File: src/rtl/daq_bus_pkg.sv
package daq_bus_pkg;
  // Offsets from the card's base I/O address. The channel data words use
  // even offsets starting at OFS_CH0; the odd offset 9 in between holds flags.
  localparam int unsigned OFS_FIFO_RST  = 1;
  localparam int unsigned OFS_CLK_EN    = 2;
  localparam int unsigned OFS_TRIG_STAT = 3;
  localparam int unsigned OFS_TRIG_MODE = 4;
  localparam int unsigned OFS_DIV       = 5;
  localparam int unsigned OFS_CH0       = 6;
  localparam int unsigned CH_STRIDE     = 2;
  localparam int unsigned OFS_HALF      = 9;

  // Command codes accepted at the FIFO reset address
  localparam logic [7:0] CODE_RST_ON  = 8'h11;
  localparam logic [7:0] CODE_RST_OFF = 8'h12;

  typedef enum logic [2:0] {
    WT_NONE,
    WT_FIFO_RST,
    WT_CLK_EN,
    WT_TRIG_MODE,
    WT_DIV
  } wr_target_e;
endpackage

File: src/rtl/daq_wr_capture.sv
module daq_wr_capture
  import daq_bus_pkg::*;
#(
  parameter int unsigned ADDR_W = 10,
  parameter int unsigned DATA_W = 8,
  parameter int unsigned BASE   = 'h300
) (
  input  logic              clk,
  input  logic              rst,
  input  logic [ADDR_W-1:0] addr,
  input  logic [DATA_W-1:0] wdata,
  input  logic              iow_n,
  output logic              commit,
  output wr_target_e        target,
  output logic [DATA_W-1:0] cap_data
);
  localparam logic [ADDR_W-1:0] A_RST  = ADDR_W'(BASE + OFS_FIFO_RST);
  localparam logic [ADDR_W-1:0] A_EN   = ADDR_W'(BASE + OFS_CLK_EN);
  localparam logic [ADDR_W-1:0] A_MODE = ADDR_W'(BASE + OFS_TRIG_MODE);
  localparam logic [ADDR_W-1:0] A_DIV  = ADDR_W'(BASE + OFS_DIV);

  logic              iow_q;
  logic [ADDR_W-1:0] cap_addr;

  // Hold the last address/data seen with the strobe low; commit on its rise
  always_ff @(posedge clk) begin
    if (rst) begin
      iow_q    <= 1'b1;
      cap_addr <= '0;
      cap_data <= '0;
    end else begin
      iow_q <= iow_n;
      if (!iow_n) begin
        cap_addr <= addr;
        cap_data <= wdata;
      end
    end
  end

  assign commit = iow_n & ~iow_q;

  always_comb begin
    target = WT_NONE;
    if (cap_addr == A_RST)  target = WT_FIFO_RST;
    if (cap_addr == A_EN)   target = WT_CLK_EN;
    if (cap_addr == A_MODE) target = WT_TRIG_MODE;
    if (cap_addr == A_DIV)  target = WT_DIV;
  end

  AST_NO_COMMIT_WHILE_LOW: assert property (@(posedge clk) disable iff (rst)
    !iow_n |-> !commit);
endmodule

File: src/rtl/daq_ctrl_regs.sv
module daq_ctrl_regs
  import daq_bus_pkg::*;
#(
  parameter int unsigned DATA_W = 8,
  parameter int unsigned MODE_W = 8,
  parameter int unsigned DIV_W  = 8
) (
  input  logic              clk,
  input  logic              rst,
  input  logic              commit,
  input  wr_target_e        target,
  input  logic [DATA_W-1:0] cap_data,
  output logic              fifo_rst_n,
  output logic              clk_en,
  output logic [MODE_W-1:0] trig_mode,
  output logic [DIV_W-1:0]  clk_div
);
  localparam logic [DATA_W-1:0] K_ON  = DATA_W'(CODE_RST_ON);
  localparam logic [DATA_W-1:0] K_OFF = DATA_W'(CODE_RST_OFF);

  always_ff @(posedge clk) begin
    if (rst) begin
      fifo_rst_n <= 1'b0;
      clk_en     <= 1'b0;
      trig_mode  <= '0;
      clk_div    <= '0;
    end else if (commit) begin
      case (target)
        WT_FIFO_RST: begin
          if (cap_data == K_ON)       fifo_rst_n <= 1'b0;
          else if (cap_data == K_OFF) fifo_rst_n <= 1'b1;
        end
        WT_CLK_EN:    clk_en    <= cap_data[0];
        WT_TRIG_MODE: trig_mode <= cap_data[MODE_W-1:0];
        WT_DIV:       clk_div   <= cap_data[DIV_W-1:0];
        default: ;
      endcase
    end
  end

  AST_HOLD_WITHOUT_COMMIT: assert property (@(posedge clk) disable iff (rst)
    !commit |=> $stable({fifo_rst_n, clk_en, trig_mode, clk_div}));
  AST_RST_ON_CODE: assert property (@(posedge clk) disable iff (rst)
    (commit && target == WT_FIFO_RST && cap_data == K_ON) |=> !fifo_rst_n);
  AST_RST_OFF_CODE: assert property (@(posedge clk) disable iff (rst)
    (commit && target == WT_FIFO_RST && cap_data == K_OFF) |=> fifo_rst_n);
  AST_UNMAPPED_WRITE_HOLD: assert property (@(posedge clk) disable iff (rst)
    (commit && target == WT_NONE) |=> $stable({fifo_rst_n, clk_en, trig_mode, clk_div}));
endmodule

File: src/rtl/daq_rd_path.sv
module daq_rd_path
  import daq_bus_pkg::*;
#(
  parameter int unsigned ADDR_W   = 10,
  parameter int unsigned NCH      = 5,
  parameter int unsigned SAMPLE_W = 12,
  parameter int unsigned RD_W     = 16,
  parameter int unsigned BASE     = 'h300
) (
  input  logic                    clk,
  input  logic                    rst,
  input  logic [ADDR_W-1:0]       addr,
  input  logic                    ior_n,
  input  logic [NCH*SAMPLE_W-1:0] chan_sample,
  input  logic                    trig_status,
  input  logic [NCH-1:0]          fifo_half,
  output logic [RD_W-1:0]         rdata,
  output logic [NCH-1:0]          fifo_rd,
  output logic [NCH-1:0]          fifo_oe_n
);
  localparam logic [ADDR_W-1:0] A_TRIG = ADDR_W'(BASE + OFS_TRIG_STAT);
  localparam logic [ADDR_W-1:0] A_HALF = ADDR_W'(BASE + OFS_HALF);

  logic [NCH-1:0]  hit;
  logic [RD_W-1:0] rd_next;

  for (genvar g = 0; g < NCH; g++) begin : g_chan
    localparam logic [ADDR_W-1:0] A_CH = ADDR_W'(BASE + OFS_CH0 + g * CH_STRIDE);
    assign hit[g] = !ior_n && (addr == A_CH);

    always_ff @(posedge clk) begin
      if (rst) begin
        fifo_rd[g]   <= 1'b0;
        fifo_oe_n[g] <= 1'b1;
      end else begin
        fifo_rd[g]   <= hit[g];
        fifo_oe_n[g] <= ~hit[g];
      end
    end

    AST_CHAN_STROBE: assert property (@(posedge clk) disable iff (rst)
      hit[g] |=> (fifo_rd[g] && !fifo_oe_n[g]));
  end

  always_comb begin
    rd_next = '0;
    if (!ior_n) begin
      if (addr == A_TRIG) rd_next = RD_W'(trig_status);
      if (addr == A_HALF) rd_next = RD_W'(fifo_half);
      for (int i = 0; i < NCH; i++)
        if (hit[i]) rd_next = RD_W'(chan_sample[i*SAMPLE_W +: SAMPLE_W]);
    end
  end

  always_ff @(posedge clk) begin
    if (rst) rdata <= '0;
    else     rdata <= rd_next;
  end

  AST_ONE_CHANNEL: assert property (@(posedge clk) disable iff (rst)
    $onehot0(fifo_rd));
  AST_IDLE_STROBES: assert property (@(posedge clk) disable iff (rst)
    ior_n |=> (fifo_rd == '0 && fifo_oe_n == '1));
  AST_RDATA_IDLE_ZERO: assert property (@(posedge clk) disable iff (rst)
    ior_n |=> (rdata == '0));
  AST_SAMPLE_ZERO_EXT: assert property (@(posedge clk) disable iff (rst)
    (|fifo_rd) |-> (rdata[RD_W-1:SAMPLE_W] == '0));
endmodule

File: src/rtl/daq_bus_regs.sv
module daq_bus_regs
  import daq_bus_pkg::*;
#(
  parameter int unsigned ADDR_W   = 10,
  parameter int unsigned DATA_W   = 8,
  parameter int unsigned RD_W     = 16,
  parameter int unsigned NCH      = 5,
  parameter int unsigned SAMPLE_W = 12,
  parameter int unsigned MODE_W   = 8,
  parameter int unsigned DIV_W    = 8,
  parameter int unsigned BASE     = 'h300
) (
  input  logic                    clk,
  input  logic                    rst,
  input  logic [ADDR_W-1:0]       bus_addr,
  input  logic [DATA_W-1:0]       bus_wdata,
  input  logic                    bus_ior_n,
  input  logic                    bus_iow_n,
  output logic [RD_W-1:0]         bus_rdata,
  input  logic [NCH*SAMPLE_W-1:0] chan_sample,
  input  logic                    trig_status,
  input  logic [NCH-1:0]          fifo_half,
  output logic                    fifo_rst_n,
  output logic                    fifo_clk_en,
  output logic [MODE_W-1:0]       trig_mode,
  output logic [DIV_W-1:0]        clk_div,
  output logic [NCH-1:0]          fifo_rd,
  output logic [NCH-1:0]          fifo_oe_n
);
  logic              commit;
  wr_target_e        target;
  logic [DATA_W-1:0] cap_data;

  daq_wr_capture #(.ADDR_W(ADDR_W), .DATA_W(DATA_W), .BASE(BASE)) u_wr (
    .clk(clk), .rst(rst), .addr(bus_addr), .wdata(bus_wdata), .iow_n(bus_iow_n),
    .commit(commit), .target(target), .cap_data(cap_data)
  );

  daq_ctrl_regs #(.DATA_W(DATA_W), .MODE_W(MODE_W), .DIV_W(DIV_W)) u_regs (
    .clk(clk), .rst(rst), .commit(commit), .target(target), .cap_data(cap_data),
    .fifo_rst_n(fifo_rst_n), .clk_en(fifo_clk_en), .trig_mode(trig_mode),
    .clk_div(clk_div)
  );

  daq_rd_path #(.ADDR_W(ADDR_W), .NCH(NCH), .SAMPLE_W(SAMPLE_W), .RD_W(RD_W),
                .BASE(BASE)) u_rd (
    .clk(clk), .rst(rst), .addr(bus_addr), .ior_n(bus_ior_n),
    .chan_sample(chan_sample), .trig_status(trig_status), .fifo_half(fifo_half),
    .rdata(bus_rdata), .fifo_rd(fifo_rd), .fifo_oe_n(fifo_oe_n)
  );

  AST_STROBES_EXCLUSIVE: assert property (@(posedge clk) disable iff (rst)
    !(!bus_ior_n && !bus_iow_n));
endmodule

File: config.mk
export PLATFORM = sky130hd
export DESIGN_NAME = daq_bus_regs
export DESIGN_NICKNAME = d
export VERILOG_FILES = /design/src/rtl/daq_bus_pkg.sv /design/src/rtl/daq_wr_capture.sv /design/src/rtl/daq_ctrl_regs.sv /design/src/rtl/daq_rd_path.sv /design/src/rtl/daq_bus_regs.sv
export SDC_FILE = /design/constraint.sdc
export NUM_CORES = 1
export LEC_CHECK = 0
export ABC_AREA = 1
export ABC_CLOCK_PERIOD_IN_PS = 1600
export BUFFER_PORTS_ARGS = -buffer_cell sky130_fd_sc_hd__buf_2
export CELL_PAD_IN_SITES_DETAIL_PLACEMENT = 1
export CELL_PAD_IN_SITES_GLOBAL_PLACEMENT = 1
export CORE_MARGIN = 2
export CORE_UTILIZATION = 29
export DETAILED_ROUTE_END_ITERATION = 7
export PLACE_DENSITY_LB_ADDON = 0.12
export SLEW_MARGIN = 20
export SYNTH_ARGS = -nofsm -noshare
export SYNTH_HDL_FRONTEND = slang
export SYNTH_SLANG_ARGS = --single-unit
export TNS_END_PERCENT = 5
File: constraint.sdc
create_clock -name clk -period 1.6 [get_ports clk]
set_clock_uncertainty 0.2 [all_clocks]
set_input_delay 0.16 -clock clk [delete_from_list [all_inputs] [get_ports clk]]
set_output_delay 0.16 -clock clk [all_outputs]
set_load 0.01 [all_outputs]
Word level (Yosys, flattened, before mapping)
Index checks and enable logic that the tools add are counted.
{"block": "word_totals", "out_inout_bits": 44, "elab_cells": 69, "reg_bits": 63, "input_bits": 88}
{"block": "op_classes", "n_mux": 13, "eq_ne": 17, "reduce_logical": 13, "n_bitwise": 7}
{"operator": "equality test 10 bit (second input constant)", "n": 11}
{"operator": "two-way mux 12 bit", "n": 5}
{"operator": "equality test 8 x 5 -> 1 bit (second input constant)", "n": 2}
{"operator": "OR reduction 8 bit", "n": 1}
{"operator": "equality test 3 x 2 -> 1 bit (second input constant)", "n": 2}
{"operator": "NOT 1 bit", "n": 6}
{"operator": "AND reduction 2 bit", "n": 3}
{"operator": "logical AND 1 bit", "n": 5}
{"operator": "two-way mux 5 bit", "n": 1}
{"operator": "two-way mux 1 bit", "n": 4}
{"operator": "two-way mux 2 bit", "n": 2}
{"operator": "equality test 3 x 1 -> 1 bit (second input constant)", "n": 1}
{"operator": "equality test 3 bit (second input constant)", "n": 1}
{"operator": "two-way mux 3 bit", "n": 1}
{"operator": "AND reduction 3 bit", "n": 1}
{"operator": "nonzero test 2 bit", "n": 1}
{"operator": "OR reduction 2 bit", "n": 1}
{"operator": "bitwise AND 1 bit", "n": 1}
{"operator": "zero test 1 bit", "n": 1}

Logic depth before layout (Yosys ltp)
{"block": "depth", "depth_word": 8, "mapped_depth": 12, "ltp_nobuf": 11}

Hierarchy
From an unflattened synthesis, not the netlist that was laid out.
{"block": "hier_totals", "hier_cells": 407, "hier_area_um2": 2851.5}
{"module": "daq_rd_path", "cells_each": 206, "area_each_um2": 1317.5, "n_inst": 1, "seq_area_each_um2": 440.4}
{"module": "daq_ctrl_regs", "cells_each": 101, "area_each_um2": 798.3, "n_inst": 1, "seq_area_each_um2": 360.3}
{"module": "daq_wr_capture", "cells_each": 100, "area_each_um2": 735.7, "n_inst": 1, "seq_area_each_um2": 380.4}

Least setup slack after synthesis
OpenSTA, ideal clock, no wires.
{"block": "synth_timing", "path_type": "register to register", "start": "register u_wr.cap_addr[6]", "end": "register u_regs.clk_div[6]", "required_ns": 1.281, "synth_period_minus_slack_ns": 1.544, "path_buffers": 1, "setup_slack_ns": 0.056, "stages_incl_launch_ff": 8, "setup_time_ns": 0.119, "t_arrival_ns": 1.225, "cell_sequence": "dfxtp_1 nor2_1 nand2_1 nor3_2 nand4_2 buf_2 o21ai_0 a21oi_1"}
{"block": "synth_between", "elab_chain_len": 7, "word_cells_on_any_way": 10, "classes_between": "eq/ne (5); mux (4); reduce/logical (1)"}
{"element": "from (decl)", "line_no": "daq_wr_capture.sv:23", "text": "logic [ADDR_W-1:0] cap_addr;"}
{"element": "from (signal assigned)", "line_no": "daq_wr_capture.sv:34", "text": "cap_addr <= addr;"}
{"element": "equality test 10 bit", "line_no": "daq_wr_capture.sv:44", "text": "if (cap_addr == A_RST) target = WT_FIFO_RST;"}
{"element": "two-way mux 1 bit", "line_no": "daq_wr_capture.sv:44"}
{"element": "two-way mux 2 bit", "line_no": "daq_wr_capture.sv:45", "text": "if (cap_addr == A_EN) target = WT_CLK_EN;"}
{"element": "two-way mux 2 bit", "line_no": "daq_wr_capture.sv:46", "text": "if (cap_addr == A_MODE) target = WT_TRIG_MODE;"}
{"element": "two-way mux 3 bit (*)", "line_no": "daq_wr_capture.sv:47", "text": "if (cap_addr == A_DIV) target = WT_DIV;"}
{"element": "equality test 3 bit (*)", "line_no": "daq_ctrl_regs.sv:28", "text": "case (target)"}
{"element": "AND reduction 2 bit (no source line) (*)"}
{"element": "to (signal assigned)", "line_no": "daq_ctrl_regs.sv:35", "text": "WT_DIV: clk_div <= cap_data[DIV_W-1:0];"}
{"element": "to (decl)", "line_no": "daq_ctrl_regs.sv:16", "text": "output logic [DIV_W-1:0] clk_div"}
Every way passes the cells marked *; elsewhere a longest branch is shown, timed or not.
A chain may end at the register's enable or synchronous reset.

Final worst setup path
{"block": "layout_timing", "start": "register u_wr.cap_addr[4]", "end": "register u_regs.trig_mode[1]"}
{"block": "layout_between", "elab_chain_len": 7, "word_cells_on_any_way": 10, "classes_between": "eq/ne (5); mux (4); reduce/logical (1)"}
{"element": "equality test 10 bit", "line_no": "daq_wr_capture.sv:44"}
{"element": "two-way mux 1 bit", "line_no": "daq_wr_capture.sv:44"}
{"element": "two-way mux 2 bit", "line_no": "daq_wr_capture.sv:45"}
{"element": "two-way mux 2 bit", "line_no": "daq_wr_capture.sv:46"}
{"element": "two-way mux 3 bit (*)", "line_no": "daq_wr_capture.sv:47"}
{"element": "equality test 3 x 2 -> 1 bit (*)", "line_no": "daq_ctrl_regs.sv:28"}
{"element": "AND reduction 2 bit (no source line) (*)"}
{"element": "to (signal assigned)", "line_no": "daq_ctrl_regs.sv:34", "text": "WT_TRIG_MODE: trig_mode <= cap_data[MODE_W-1:0];"}
{"element": "to (decl)", "line_no": "daq_ctrl_regs.sv:15", "text": "output logic [MODE_W-1:0] trig_mode,"}
Marked as above.

==> summary.md <==
| Metric | Value |
|---|---|
| Async SR Flop Fraction | `0%` |
| Yosys top cell by area | `dfxtp_1` |
| Gr ovfl total | `0` |
| IO buf count | `127` |
| Num CTS Buffers | `9` |
| Fmax | `0.629 GHz` |
| Die area | `0.0113 mm^2` |
| Mapped Area | `0.00304 mm^2` |
| Clock latency on the worst-skew pair | `340 ps` |
| CTS H-Tree Depth | `3` |
| Max-Cap Viols | `0` |
| Most frequent cells in the layout | `buf_2 (127), inv_1 (61), dfxtp_1 (58)` |
| RSZ-0062 raised after global routing | `true` |
| Yosys cell types | `34` |
| First-pass GRT wire length | `16.8 mm` |
| Mapped Avg Cell Area | `7.28 um^2` |
| Initial Util | `29.7%` |
| Iteration-0 DRC Markers | `103` |
| CP max stage delay | `320 ps` |
| Arr. time, crit path | `1600 ps` |
| Status | `complete, no violations` |
| Initial antenna violation count | `0` |
| Crit-path slowest cell | `dfxtp_2` |
| Ports | `132` |
| Flip-flop and latch count after synthesis | `59` |
| Fraction of layout cells with a size suffix above 1 | `36.3%` |
| Worst vdd ir | `0.000392 V` |
| Main synth FF type | `dfxtp_1` |
| CTS Buffer Depth | `2` |
| GR peak layer | `met2` |
| Final worst slack | `9.41 ps` |
| Synth area leaders | `dfxtp_1 (39%), nand3_1 (8.9%), inv_1 (7.5%), nor2_1 (6.2%), nand2_1 (5.6%)` |
| Via density | `4.55` |
| DRC Markers | `0` |
| Worst Hold Class | `in -> reg` |
| Number of nets with antenna violations after routing | `0` |
| Clk sink count | `59` |
| Via total after detailed routing | `3374` |
| Critical path class | `reg -> reg` |
| DRT Wirelength | `10.4 mm` |
| Number of inserted diodes | `0` |
| Fin. Hold Viols | `0` |
| Placed instance area | `0.00394 mm^2` |
| Worst setup EP type | `flip-flop` |
| Synthesis-to-layout area growth | `51.0%` |
| Post-synth EDFFs | `0` |
| Pre-CTS setup slack | `-53.2 ps` |
| Commonest non-fill, non-tap cell in the layout | `buf_2` |
| Setup-failing EPs final | `0` |
| Clk pin slew, worst setup/hold paths | `70 ps` |
| Fin area | `0.00458 mm^2` |
| Final period util | `99.4%` |
| Vias in the first global route | `3544` |
| Grt met2 use | `34.9%` |
| Detailed placement HPWL | `7.79 mm` |
| Final core occ | `44.8%` |
| Placer Congestion | `0.767` |
| Min cycle time layout | `1590 ps` |
| Largest net degree at the start of global routing | `29` |
| Nets | `689` |
| TritonCTS clock tree | `built` |
| Drt pass-1 iters | `4` |
| Met3 Track Usage GR | `4.29%` |
| Sequential share of the synthesized area | `38.9%` |
| Core area | `0.0102 mm^2` |
| Met1 GRT Util | `21.2%` |
| Critical path cell sequence | `nor2_1 > nand2_2 > nor3_4 > buf_4 > nand4_4 > nor2_1 > a211oi_1` |
| DIE WIDTH | `106 um` |
| Total GRT Usage | `18.8%` |
| Filler cell count | `1317` |
| Top-area cell type share of the netlist area | `38.9%` |
| Max FO, Critical Path | `8` |
| WL per Instance | `14.0 um` |
| Synth warn | `0` |
| PwrDens | `694 mW/mm^2` |
| Startpoint Class | `flip-flop` |
| Leakage | `2.16 nW` |
| Crit path top cell by count | `nor2_1` |
| Gate Count Post-Synth | `417` |
| Die Y | `106 um` |
| # rows | `37` |
| CTS root buffer | `clkbuf_8` |
| Max-slew violation count | `0` |
| WHS | `7.61 ps` |
| Worst EP required | `1610 ps` |
==> repair_timing <==
action | CTS | global route
buffers inserted | 0 | 0
setup endpoints to repair | 4 | 17
gates resized for setup | 0 | 16
hold endpoints to repair | 27 | 0
hold buffers | 39 | 0
gates cloned | 0 | 1
==> worst max-delay path, delay by kind of cell (launching register included) <==
kind / cells / cell delay, ps
compound gates: 1 / 60
buf+inv: 1 / 180
flops: 1 / 320
simple gates: 5 / 710
==> metal layers <==
metal | routed length, um | part of all wire [%] | vias to the layer above
met1 | 4280 | 41 | 1568
met3 | 470 | 4.5 | 17
li1 | - | - | 1707
met2 | 5430 | 52 | 82
met5 | 0 | 0 | -
met4 | 175 | 1.7 | 0
==> worst paths after layout <==
| path | slack (ps) | cells past startpoint | to | startpoint |
|---|---|---|---|---|
| max reg2reg | 9 | 7 | u_regs.trig_mode[1] | u_wr.cap_addr[4] |
| max | 9 | 7 | u_regs.trig_mode[1] | u_wr.cap_addr[4] |
| min reg2reg | 240 | 2 | u_regs.clk_div[7] | u_regs.clk_div[7] |
| min | 8 | 5 | u_rd.rdata[9] | chan_sample[33] |
==> cells by family (layout without fill, tap and decap cells) <==
| logic type | count (synthesis) | count (layout) | synth area share, % |
|---|---|---|---|
| buffers and inverters | 93 | 278 | 14.1 |
| other | 1 | 4 | 0.124 |
| and+or+nand+nor | 180 | 181 | 31.3 |
| AOI/OAI and AO/OA | 84 | 84 | 15.5 |
| DFF | 59 | 59 | 38.9 |
==> synthesized netlist by cell type, types with 3 or more instances <==
| cell type | count |
|---|---|
| nand2_1 | 45 |
| nand3_2 | 8 |
| inv_2 | 8 |
| o21ai_0 | 29 |
| a21oi_1 | 19 |
| nor2_4 | 4 |
| nor2_1 | 50 |
| a21oi_2 | 6 |
| clkbuf_1 | 8 |
| o21ai_1 | 20 |
| buf_6 | 5 |
| inv_1 | 61 |
| nand3_1 | 54 |
| buf_4 | 8 |
| a211oi_1 | 8 |
| nand2_2 | 3 |
| dfxtp_1 | 59 |
==> per-stage QoR <==
| stage | TNS (ps) | power, mW | cells |
|---|---|---|---|
| after global placement | 0 | 1.89 | 686 |
| after CTS | -57.3 | 3.20 | 741 |
| after floorplan | 0 | 1.70 | 420 |
| after detailed placement | -213 | 1.90 | 686 |
| after global routing | -989 | 3.35 | 742 |
| final | 0 | 3.18 | 742 |
==> state kept, by name, summed over array words and instances (netlist names) <==
register and count:
u_rd.fifo_oe_n 5, u_rd.fifo_rd 5, u_rd.rdata 12, u_regs.clk_div 8
u_regs.clk_en 1, u_regs.fifo_rst_n 1, u_regs.trig_mode 8, u_wr.cap_addr 10
u_wr.cap_data 8, u_wr.iow_q 1
==> final cells by class <==
type	instances	area [um^2]	area share [%]
flip-flops and latches	59	1180	25.8
multi-input cells	269	1500	32.8
well taps	136	170	3.71
inverters	70	263	5.73
repair buffers	192	1290	28.1
clock inverters	6	41.3	0.901
clock buffers	10	138	3.00
==> where the power goes <==
part	total (mW)	switching (mW)	internal, mW
clock	1.24	0.635	0.600
sequential	1.53	0.0317	1.50
combinational	0.415	0.201	0.214
total	3.18	0.868	2.32
Power figures use the tool's default switching activity.
